[src/rtl/rxs_pkg.sv]
package rxs_pkg;

  typedef enum logic [1:0] {
    ST_IDLE  = 2'd0,
    ST_DELAY = 2'd1,
    ST_DATA  = 2'd2
  } rx_state_t;

  // Code 3 is treated as the longest legal delay (2 bit periods).
  function automatic logic [1:0] eff_delay(input logic [1:0] code);
    return (code == 2'd3) ? 2'd2 : code;
  endfunction

endpackage

[src/rtl/rxs_edge.sv]
module rxs_edge #(
  parameter int SYNC_STAGES = 2
) (
  input  logic       clk,
  input  logic       rst,
  input  logic [2:0] pins_in,   // {frame, data, clock}
  output logic [2:0] pins_s,
  output logic       fall_stb,
  output logic [2:0] gp_q
);

  logic [SYNC_STAGES-1:0][2:0] stg;
  logic                        clk_prev;

  always_ff @(posedge clk) begin
    if (rst) begin
      stg      <= '0;
      clk_prev <= 1'b0;
      gp_q     <= '0;
    end else begin
      stg      <= {stg[SYNC_STAGES-2:0], pins_in};
      clk_prev <= stg[SYNC_STAGES-1][0];
      gp_q     <= stg[SYNC_STAGES-1];
    end
  end

  assign pins_s   = stg[SYNC_STAGES-1];
  assign fall_stb = clk_prev & ~pins_s[0];


  fall_once_chk: assert property (@(posedge clk) disable iff (rst)
    fall_stb |=> !fall_stb);

endmodule

[src/rtl/rxs_shift.sv]
module rxs_shift
  import rxs_pkg::*;
#(
  parameter int WORD_BITS = 8
) (
  input  logic                 clk,
  input  logic                 rst,
  input  logic                 fall_stb,
  input  logic                 gpio_mode,
  input  logic                 fs_s,
  input  logic                 dat_s,
  input  logic [1:0]           delay_sel,
  output logic                 word_done,
  output logic [WORD_BITS-1:0] word_q,
  output logic                 sync_err
);

  localparam int CW = (WORD_BITS > 2) ? $clog2(WORD_BITS) : 1;
  localparam logic [CW-1:0] LAST = CW'(WORD_BITS - 1);

  rx_state_t            state;
  logic [WORD_BITS-1:0] sh;
  logic [WORD_BITS-1:0] sh_in;
  logic [CW-1:0]        cnt;
  logic [1:0]           wait_cnt;
  logic                 fs_prev;
  logic                 active_stb;
  logic                 fs_start;
  logic [1:0]           dly;

  assign sh_in      = {sh[WORD_BITS-2:0], dat_s};
  assign active_stb = fall_stb & ~gpio_mode;
  assign fs_start   = fs_s & ~fs_prev;
  assign dly        = eff_delay(delay_sel);

  always_ff @(posedge clk) begin
    if (rst) begin
      state     <= ST_IDLE;
      sh        <= '0;
      cnt       <= '0;
      wait_cnt  <= '0;
      fs_prev   <= 1'b0;
      word_done <= 1'b0;
      word_q    <= '0;
      sync_err  <= 1'b0;
    end else begin
      word_done <= 1'b0;
      if (active_stb) begin
        fs_prev <= fs_s;
        if (fs_start) begin
          if (state != ST_IDLE) sync_err <= 1'b1;
          if (dly == 2'd0) begin
            sh    <= sh_in;
            cnt   <= CW'(1);
            state <= ST_DATA;
          end else begin
            wait_cnt <= dly;
            cnt      <= '0;
            state    <= ST_DELAY;
          end
        end else begin
          case (state)
            ST_DELAY: begin
              if (wait_cnt == 2'd1) begin
                sh    <= sh_in;
                cnt   <= CW'(1);
                state <= ST_DATA;
              end else begin
                wait_cnt <= wait_cnt - 2'd1;
              end
            end
            ST_DATA: begin
              sh <= sh_in;
              if (cnt == LAST) begin
                word_q    <= sh_in;
                word_done <= 1'b1;
                cnt       <= '0;
                state     <= ST_IDLE;
              end else begin
                cnt <= cnt + CW'(1);
              end
            end
            default: ;
          endcase
        end
      end
    end
  end


  done_on_fall_chk: assert property (@(posedge clk) disable iff (rst)
    word_done |-> $past(fall_stb));


  sync_sticky_chk: assert property (@(posedge clk) disable iff (rst)
    sync_err |=> sync_err);


  gpio_quiet_chk: assert property (@(posedge clk) disable iff (rst)
    gpio_mode |=> !word_done);

endmodule

[src/rtl/rxs_buffer.sv]
module rxs_buffer #(
  parameter int WORD_BITS = 8
) (
  input  logic                 clk,
  input  logic                 rst,
  input  logic                 word_done,
  input  logic [WORD_BITS-1:0] word_in,
  input  logic                 rd_en,
  output logic [WORD_BITS-1:0] rx_data,
  output logic                 rx_ready,
  output logic                 rx_event,
  output logic                 overrun
);

  logic [WORD_BITS-1:0] buf_q;
  logic                 buf_full;
  logic                 host_free;
  logic                 move;

  assign host_free = ~rx_ready | rd_en;
  assign move      = buf_full & host_free;

  always_ff @(posedge clk) begin
    if (rst) begin
      buf_q    <= '0;
      buf_full <= 1'b0;
      rx_data  <= '0;
      rx_ready <= 1'b0;
      rx_event <= 1'b0;
      overrun  <= 1'b0;
    end else begin
      rx_event <= 1'b0;
      if (move) begin
        rx_data  <= buf_q;
        rx_ready <= 1'b1;
        rx_event <= 1'b1;
      end else if (rd_en) begin
        rx_ready <= 1'b0;
      end

      if (word_done) begin
        if (!buf_full || move) begin
          buf_q    <= word_in;
          buf_full <= 1'b1;
        end else begin
          overrun <= 1'b1;
        end
      end else if (move) begin
        buf_full <= 1'b0;
      end
    end
  end


  event_ready_chk: assert property (@(posedge clk) disable iff (rst)
    rx_event |-> rx_ready);


  ovr_cause_chk: assert property (@(posedge clk) disable iff (rst)
    $rose(overrun) |-> $past(word_done));


  no_ovr_on_read_chk: assert property (@(posedge clk) disable iff (rst)
    (word_done && rd_en && !overrun) |=> !overrun);

endmodule

[src/rtl/rxs_receiver.sv]
module rxs_receiver #(
  parameter int WORD_BITS   = 8,
  parameter int SYNC_STAGES = 2
) (
  input  logic                 clk,
  input  logic                 rst,
  input  logic                 rx_clk_pin,
  input  logic                 rx_fs_pin,
  input  logic                 rx_dat_pin,
  input  logic [1:0]           delay_sel,
  input  logic                 gpio_mode,
  input  logic                 rd_en,
  output logic [WORD_BITS-1:0] rx_data,
  output logic                 rx_ready,
  output logic                 rx_event,
  output logic                 overrun,
  output logic                 sync_err,
  output logic [2:0]           gpio_in
);

  logic [2:0]           pins_s;
  logic                 fall_stb;
  logic                 word_done;
  logic [WORD_BITS-1:0] word_q;

  rxs_edge #(.SYNC_STAGES(SYNC_STAGES)) u_edge (
    .clk      (clk),
    .rst      (rst),
    .pins_in  ({rx_fs_pin, rx_dat_pin, rx_clk_pin}),
    .pins_s   (pins_s),
    .fall_stb (fall_stb),
    .gp_q     (gpio_in)
  );

  rxs_shift #(.WORD_BITS(WORD_BITS)) u_shift (
    .clk       (clk),
    .rst       (rst),
    .fall_stb  (fall_stb),
    .gpio_mode (gpio_mode),
    .fs_s      (pins_s[2]),
    .dat_s     (pins_s[1]),
    .delay_sel (delay_sel),
    .word_done (word_done),
    .word_q    (word_q),
    .sync_err  (sync_err)
  );

  rxs_buffer #(.WORD_BITS(WORD_BITS)) u_buf (
    .clk       (clk),
    .rst       (rst),
    .word_done (word_done),
    .word_in   (word_q),
    .rd_en     (rd_en),
    .rx_data   (rx_data),
    .rx_ready  (rx_ready),
    .rx_event  (rx_event),
    .overrun   (overrun)
  );

endmodule

[config.mk]
export PLATFORM = sky130hd
export DESIGN_NAME = rxs_receiver
export DESIGN_NICKNAME = d
export VERILOG_FILES = /design/src/rtl/rxs_pkg.sv /design/src/rtl/rxs_edge.sv /design/src/rtl/rxs_shift.sv /design/src/rtl/rxs_buffer.sv /design/src/rtl/rxs_receiver.sv
export SDC_FILE = /design/constraint.sdc
export NUM_CORES = 1
export LEC_CHECK = 0
export ABC_AREA = 1
export BUFFER_PORTS_ARGS = -buffer_cell sky130_fd_sc_hd__buf_2
export CORE_UTILIZATION = 65
export CTS_BUF_LIST = sky130_fd_sc_hd__clkbuf_2 sky130_fd_sc_hd__clkbuf_4 sky130_fd_sc_hd__clkbuf_8
export CTS_CLUSTER_SIZE = 28
export DETAILED_ROUTE_END_ITERATION = 10
export HOLD_SLACK_MARGIN = 0.1
export MAX_ROUTING_LAYER = met4
export PLACE_DENSITY = 0.87
export SLEW_MARGIN = 0
export SYNTH_ARGS = -nofsm -noshare
export SYNTH_HDL_FRONTEND = slang
export SYNTH_HIERARCHICAL = 1
export SYNTH_SLANG_ARGS = --single-unit
[constraint.sdc]
create_clock -name clk -period 2.5 [get_ports clk]
set_input_delay 0.5 -clock clk [delete_from_list [all_inputs] [get_ports clk]]
set_output_delay 0.5 -clock clk [all_outputs]
set_load 0.02 [all_outputs]
==> Flow_metrics.wiki, run 1 <==
{| class="wikitable"
! Metric !! Value
|-
| Hold Buf Count CTS || 0
|-
| Drc violations || 0
|-
| Post-placement worst setup slack || 0.898 ns
|-
| Number of nets in the synthesized netlist || 325
|-
| First-pass GRT wire length || 6570 µm
|-
| Sum of negative setup slack || 0 ns
|-
| Clock root buffer || sky130_fd_sc_hd__clkbuf_8
|-
| Vias per std cell || 4.80
|-
| Vias || 1,815
|-
| Fmax || 687 MHz
|-
| Number of hold violations in the final report || 0
|-
| Core Region || 3440 µm²
|-
| Antenna violations before repair || 0
|-
| Layout area overhead || 7.68%
|-
| IR drop worst, VDD || 0.428 mV
|-
| Actual slew at the worst max-slew pin || 0.799 ns
|-
| Min setup slack post-route || 1.05 ns
|-
| DRC violation total after the first TritonRoute iteration || 56
|-
| Arrival @ worst endpoint || 1.65 ns
|-
| Clock Sinks || 54
|-
| Tcrit/Tclk final || 58.2%
|-
| Unrepaired setup endpoints after global routing || no
|-
| Number of buffers inserted by port buffering || 23
|-
| Total length of routed met3 wires || 140 µm
|-
| Detailed-route wire length on metal 1 || 1720 µm
|-
| Cell internal pwr || 1210 µW
|-
| Max-slew violation total from the final report || 0
|-
| Share of cells above drive strength 1 || 20.8%
|-
| Combinational Power Share || 3.9%
|-
| Leakage dissipation || 0.00108 µW
|-
| Worst min-delay path class || in2reg
|-
| Effective utilization at floorplan || 69.6%
|-
| Full die area || 3930 µm²
|-
| Drt pass-1 iters || 5
|-
| Sort of element at the end of the critical path || register
|-
| Reg-to-reg setup timing slack || 1.05 ns
|-
| Clock slew at the register clock pins of the worst setup and hold paths || 0.09 ns
|-
| Detailed Place HPWL || 2680 µm
|-
| Die outline height || 62.7 µm
|-
| Number of clock buffers inserted by TritonCTS || 5
|-
| Bufs on Longest Clock Path || 2
|-
| Highest layer used for signal routing || met4
|-
| Routability congestion estimate || 0.900
|-
| Remaining antenna violation count after routing || 0
|-
| Outcome || finished, final reports clean
|-
| Worst Path Max Fanout || 14
|-
| Min Tclk post-route || 1.45 ns
|-
| Setup repair bufs after CTS || 0
|-
| Sw frac || 20.0%
|-
| Clock tree from TritonCTS || built
|-
| Area of the mapped netlist || 2390 µm²
|-
| Ant. Diodes || 0
|-
| Total Power || 1510 µW
|-
| Via count of the first global-routing pass || 1,554
|-
| Top-level port count || 24
|-
| Later-pin clock latency in the skew report || 0.30 ns
|-
| P_sw || 301 µW
|-
| Number of setup violations in the final report || 0
|-
| Part of the power in the clock network || 38.4%
|-
| Remaining global-route overflow || 0
|-
| Fin util || 74.9%
|-
| Maximum Capacitance Violations || 0
|-
| Post-synthesis average cell area || 7.65 µm²
|-
| Pwr dens || 585 nW/µm²
|-
| Overall routing resource usage || 21.7%
|-
| Total of cells resized after clock tree synthesis || 0
|-
| Routed wire per std cell || 9.85 µm
|-
| Number of instances in the synthesized netlist || 313
|-
| Met2 wire len || 1810 µm
|-
| Total Wirelength || 3720 µm
|-
| Core Rows || 21
|-
| Clock Skews || 0.00419 ns
|-
| Worst max-slew margin expressed relative to the limit || 46.7%
|-
| Pin count of the biggest net entering global routing || 24
|-
| Die width || 62.7 µm
|-
| Worst Path Class, Setup || reg2reg
|-
| Worst hold slack || 0.399 ns
|-
| Worst EP required || 2.70 ns
|-
| Startpoint type of the worst setup path || register
|-
| CTS H-tree depth || 2
|-
| Share of power burned in registers || 57.7%
|-
| Count of synthesis-stage warnings from yosys || 6
|-
| Nets || 343
|}
[metal layers]
metal	up-vias	global-route usage (%)
met5	-	-
li1	985	-
met4	0	7.85
met3	6	5.47
met2	32	36.1
met1	792	25.1
[cells in the final DEF (no fill, tap or decap), types with 2 or more instances in the layout]
| master | n |
|---|---|
| sky130_fd_sc_hd__a21oi_1 | 7 |
| sky130_fd_sc_hd__a21oi_2 | 9 |
| sky130_fd_sc_hd__buf_2 | 23 |
| sky130_fd_sc_hd__clkbuf_4 | 2 |
| sky130_fd_sc_hd__clkbuf_8 | 5 |
| sky130_fd_sc_hd__dfxtp_1 | 54 |
| sky130_fd_sc_hd__ha_1 | 3 |
| sky130_fd_sc_hd__inv_1 | 39 |
| sky130_fd_sc_hd__inv_2 | 6 |
| sky130_fd_sc_hd__nand2_1 | 52 |
| sky130_fd_sc_hd__nand2_2 | 6 |
| sky130_fd_sc_hd__nand3_1 | 10 |
| sky130_fd_sc_hd__nand3_2 | 4 |
| sky130_fd_sc_hd__nand3_4 | 2 |
| sky130_fd_sc_hd__nand3b_1 | 8 |
| sky130_fd_sc_hd__nor2_1 | 76 |
| sky130_fd_sc_hd__nor2_2 | 2 |
| sky130_fd_sc_hd__nor2_4 | 4 |
| sky130_fd_sc_hd__o21ai_0 | 9 |
[final timing paths]
check	start	to	depth (start not counted)
setup / recovery	u_edge/gp_q[0]$_SDFF_PP0_	u_shift/sh[3]$_SDFFE_PP0P_	9
hold reg to reg	u_edge/stg[2]$_SDFF_PP0_	u_edge/pins_s[2]$_SDFF_PP0_	2
hold / removal	rx_dat_pin	u_edge/stg[1]$_SDFF_PP0_	3
setup reg to reg	u_edge/gp_q[0]$_SDFF_PP0_	u_shift/sh[3]$_SDFFE_PP0P_	9
[power groups by stage]
stage | combinational [µW] | clock (µW) | sequential [µW]
after global routing | 67.1 | 632 | 871
final | 59.3 | 579 | 870
after detailed placement | 59.4 | 0 | 891
after floorplan | 46.0 | 0 | 890
after CTS | 59.8 | 596 | 870
after global placement | 57.5 | 0 | 890
[flip-flops by register name, summed over array words and instances (netlist names), 2 cells and up]
name              cells
u_buf/buf_q           8
u_edge/pins_s         3
u_shift/cnt           3
u_edge/gp_q           3
u_shift/wait_cnt      2
u_buf/rx_data         8
u_edge/stg            3
u_shift/state         2
u_shift/sh            7
u_shift/word_q        8
[per-stage QoR]
stage	cell area, µm²	instances
global route	2580	378
detailed placement	2460	370
CTS	2580	378
global placement	2460	370
floorplan	2390	313
finish	2580	378
[cell type report]
type,instances,area [µm²]
multi-input cells,200,1030
repair buffers,23,115
well taps,46,57.6
flip-flops and latches,54,1080
inverters,47,180
clock inverters,1,30.0
clock buffers,7,83.8
fillers,276,863
[critical path, stage by stage, from the launching register on]
cell                      delay (ns)
sky130_fd_sc_hd__dfxtp_1        0.34
sky130_fd_sc_hd__inv_1          0.04
sky130_fd_sc_hd__nor2_1         0.08
sky130_fd_sc_hd__inv_1          0.07
sky130_fd_sc_hd__nor2_4         0.18
sky130_fd_sc_hd__nand2_2        0.11
sky130_fd_sc_hd__nor2_4         0.33
sky130_fd_sc_hd__nand2_1        0.08
sky130_fd_sc_hd__nand2_1        0.07
sky130_fd_sc_hd__nor2_1         0.05
(Power assumes the default switching activity.)
==> inputs of run 2 (changes only) <==
--- a/config.mk
+++ b/config.mk
@@ -7,13 +7,13 @@
 export LEC_CHECK = 0
 export ABC_AREA = 1
 export BUFFER_PORTS_ARGS = -buffer_cell sky130_fd_sc_hd__buf_2
-export CORE_UTILIZATION = 65
+export CORE_UTILIZATION = 55
 export CTS_BUF_LIST = sky130_fd_sc_hd__clkbuf_2 sky130_fd_sc_hd__clkbuf_4 sky130_fd_sc_hd__clkbuf_8
 export CTS_CLUSTER_SIZE = 28
 export DETAILED_ROUTE_END_ITERATION = 10
 export HOLD_SLACK_MARGIN = 0.1
 export MAX_ROUTING_LAYER = met4
-export PLACE_DENSITY = 0.87
+export PLACE_DENSITY = 0.78
 export SLEW_MARGIN = 0
 export SYNTH_ARGS = -nofsm -noshare
 export SYNTH_HDL_FRONTEND = slang
==> constraint.sdc (replaced) <==
create_clock -name clk -period 1.2 [get_ports clk]
set_input_delay 0.24 -clock clk [delete_from_list [all_inputs] [get_ports clk]]
set_output_delay 0.24 -clock clk [all_outputs]
set_load 0.02 [all_outputs]
==> run 2 against run 1 <==
Compared with the run above: the run now ends with setup timing left; non-clock buffer count rose by 25; highest routed layer unchanged; critical endpoint is now u_shift/word_q[3]$_SDFFE_PP0P_; global-route usage down 2.3 points; utilization is 2.6 points lower.
==> Flow_metrics.wiki, run 2 (same netlist as run 1, synthesis figures left out) <==
{| class="wikitable"
! Metric !! Value
|-
| Most common cell after layout, fill and taps aside || sky130_fd_sc_hd__nor2_1
|-
| Vias per std cell || 4.71
|-
| Hold EP || u_edge/stg[1]$_SDFF_PP0_
|-
| Reg-to-reg setup timing slack || -0.16 ns
|-
| Ordered list of cells on the worst path || inv_2 -> nor2_1 -> nand2_1 -> inv_2 -> nand3_4 -> inv_8 -> nor2_1 -> nor2_1
|-
| Routed wire per std cell || 10.7 µm
|-
| Worst max-slew margin expressed relative to the limit || 73.2%
|-
| Footprint of the multi-input gates || 1200 µm²
|-
| Worst Path Class, Setup || reg2reg
|-
| Ant. Diodes || 0
|-
| Via count of the first global-routing pass || 1,582
|-
| Clock Skews || 0.00379 ns
|-
| Detailed Place HPWL || 2730 µm
|-
| Biggest regs || u_buf/buf_q (8), u_buf/rx_data (8), u_shift/word_q (8)
|-
| Share of cells above drive strength 1 || 38.9%
|-
| IR drop worst, VDD || 0.748 mV
|-
| Drt pass-1 iters || 4
|-
| Outcome || complete, but fails checks
|-
| Actual slew at the worst max-slew pin || 0.402 ns
|-
| Number of buffers inserted by port buffering || 23
|-
| Maximum Capacitance Violations || 0
|-
| Sort of element at the end of the critical path || register
|-
| Number of clock buffers inserted by TritonCTS || 5
|-
| Tcrit/Tclk final || 113%
|-
| Total Wirelength || 4350 µm
|-
| Number of hold violations in the final report || 0
|-
| Worst EP required || 1.45 ns
|-
| Core Rows || 23
|-
| Unrepaired setup endpoints after global routing || yes
|-
| Clock tree from TritonCTS || built
|-
| Number of setup violations in the final report || 22
|-
| Hold Buf Count CTS || 0
|-
| Min Tclk post-route || 1.36 ns
|-
| Pin count of the biggest net entering global routing || 19
|-
| Min setup slack post-route || -0.160 ns
|-
| Top-level port count || 24
|-
| Worst min-delay path class || in2reg
|-
| Drc violations || 0
|-
| CTS H-tree depth || 2
|-
| Worst Path Max Fanout || 8
|-
| Most used cells in the layout excluding fill and tap cells || sky130_fd_sc_hd__nor2_1, sky130_fd_sc_hd__nand2_1, sky130_fd_sc_hd__dfxtp_1
|-
| Fin util || 72.3%
|-
| Pwr dens || 1000 nW/µm²
|-
| Worst reg2reg endpoint || u_shift/word_q[3]$_SDFFE_PP0P_
|-
| FF-to-FF Start || u_shift/state[1]$_SDFFE_PP0P_
|-
| Core Region || 4090 µm²
|-
| CP peak stage delay || 0.37 ns
|-
| Remaining antenna violation count after routing || 0
|-
| Die width || 68.0 µm
|-
| Overall routing resource usage || 19.4%
|-
| Leakage dissipation || 0.00122 µW
|-
| Antenna violations before repair || 0
|-
| Die outline height || 68.0 µm
|-
| Fill count || 329
|-
| Clock slew at the register clock pins of the worst setup and hold paths || 0.09 ns
|-
| Effective utilization at floorplan || 58.6%
|-
| Arrival @ worst endpoint || 1.61 ns
|-
| First-pass GRT wire length || 6440 µm
|-
| Violations in the final reports || setup timing
|-
| Remaining global-route overflow || 0
|-
| Fmax || 735 MHz
|-
| Bufs on Longest Clock Path || 2
|-
| Routability congestion estimate || 0.800
|-
| Worst r2r path cells || 8
|-
| DRC violation total after the first TritonRoute iteration || 97
|-
| Full die area || 4620 µm²
|-
| Max-slew violation total from the final report || 0
|-
| Vias || 1,916
|-
| Nets || 369
|-
| Later-pin clock latency in the skew report || 0.30 ns
|-
| FF+latch area || 1090 µm²
|-
| Clock root buffer || sky130_fd_sc_hd__clkbuf_8
|-
| Worst min-delay path startpoint || rx_dat_pin
|-
| Clock Sinks || 54
|-
| Startpoint type of the worst setup path || register
|-
| Layout area overhead || 23.4%
|-
| Hold Path Depth || 3
|-
| Cell with the largest stage delay on the worst path || sky130_fd_sc_hd__dfxtp_2
|-
| Post-placement worst setup slack || -0.104 ns
|-
| Crit-path most repeated cell || sky130_fd_sc_hd__nor2_1
|}
-- run 2: cell count changes in the layout (fill, tap and decap cells not counted), sizes merged --
cell,change
clkinvlp,+1
inv,+1
clkbuf,-1
buf,+25
bufinv,-1
nand3,+1
clkinv,-1
-- run 2: through the flow --
stage	setup TNS (ns)	power, µW	instance area [µm²]	hold slack, ns	instances
global placement	-0.419	2010	2700	0.389	397
finish	-1.74	2970	2960	0.132	407
global route	-4.01	3080	2960	0.129	407
floorplan	-0.0958	1950	2430	0.302	313
detailed placement	-1.09	2010	2700	0.397	397
CTS	-0.936	3000	2840	0.119	404
-- run 2: how the worst max path moves through the flow --
| stage | to | start | slack [ns] |
|---|---|---|---|
| detailed placement | u_shift/cnt[1]$_SDFFE_PP0P_ | u_edge/gp_q[0]$_SDFF_PP0_ | -0.10 |
| floorplan | u_shift/sh[4]$_SDFFE_PP0P_ | u_edge/gp_q[0]$_SDFF_PP0_ | -0.03 |
| CTS | u_shift/wait_cnt[0]$_SDFFE_PP0P_ | u_edge/gp_q[0]$_SDFF_PP0_ | -0.07 |
| global placement | u_shift/cnt[1]$_SDFFE_PP0P_ | u_edge/gp_q[0]$_SDFF_PP0_ | -0.05 |
| global route | u_shift/word_q[3]$_SDFFE_PP0P_ | u_shift/state[1]$_SDFFE_PP0P_ | -0.27 |
| finish | u_shift/word_q[3]$_SDFFE_PP0P_ | u_shift/state[1]$_SDFFE_PP0P_ | -0.16 |
-- run 2: area by class of cell --
type	instances	share of cell area, %
clock buffer	6	2.58
clock inverter	1	0.254
inverter	47	6.31
multi-input combinational	201	40.5
sequential	54	37.0
tap	50	2.12
timing repair buffer	48	11.2
-- run 2: power breakdown --
| group | internal (µW) | leakage (µW) | switching [µW] |
|---|---|---|---|
| Combinational | 71.4 | 0.000743 | 101 |
| Sequential | 1810 | 0.000441 | 9.47 |
| Clock | 424 | 0.0000407 | 555 |
| Total | 2300 | 0.00122 | 666 |
-- run 2: worst max-delay path: cells and delay by family, from the launching register on --
family | cells | cell delay, ns
and+or+nand+nor | 5 | 0.61
DFF | 1 | 0.37
buffers and inverters | 3 | 0.32
-- run 2: layer usage --
metal / up-vias / track usage, % / share of wire (%)
met3: 16 / 5.00 / 3.5
met2: 34 / 33.8 / 50
met5: - / - / 0
met1: 831 / 19.8 / 43
met4: 0 / 9.90 / 3.5
li1: 1035 / - / -
-- run 2: repair_timing --
item                       in CTS  in global routing
hold endpoints to repair        0                  0
gates cloned                    0                  1
pin swaps                       8                 17
buffers inserted                0                  2
gates resized for setup        27                 30
setup endpoints to repair      24                 24
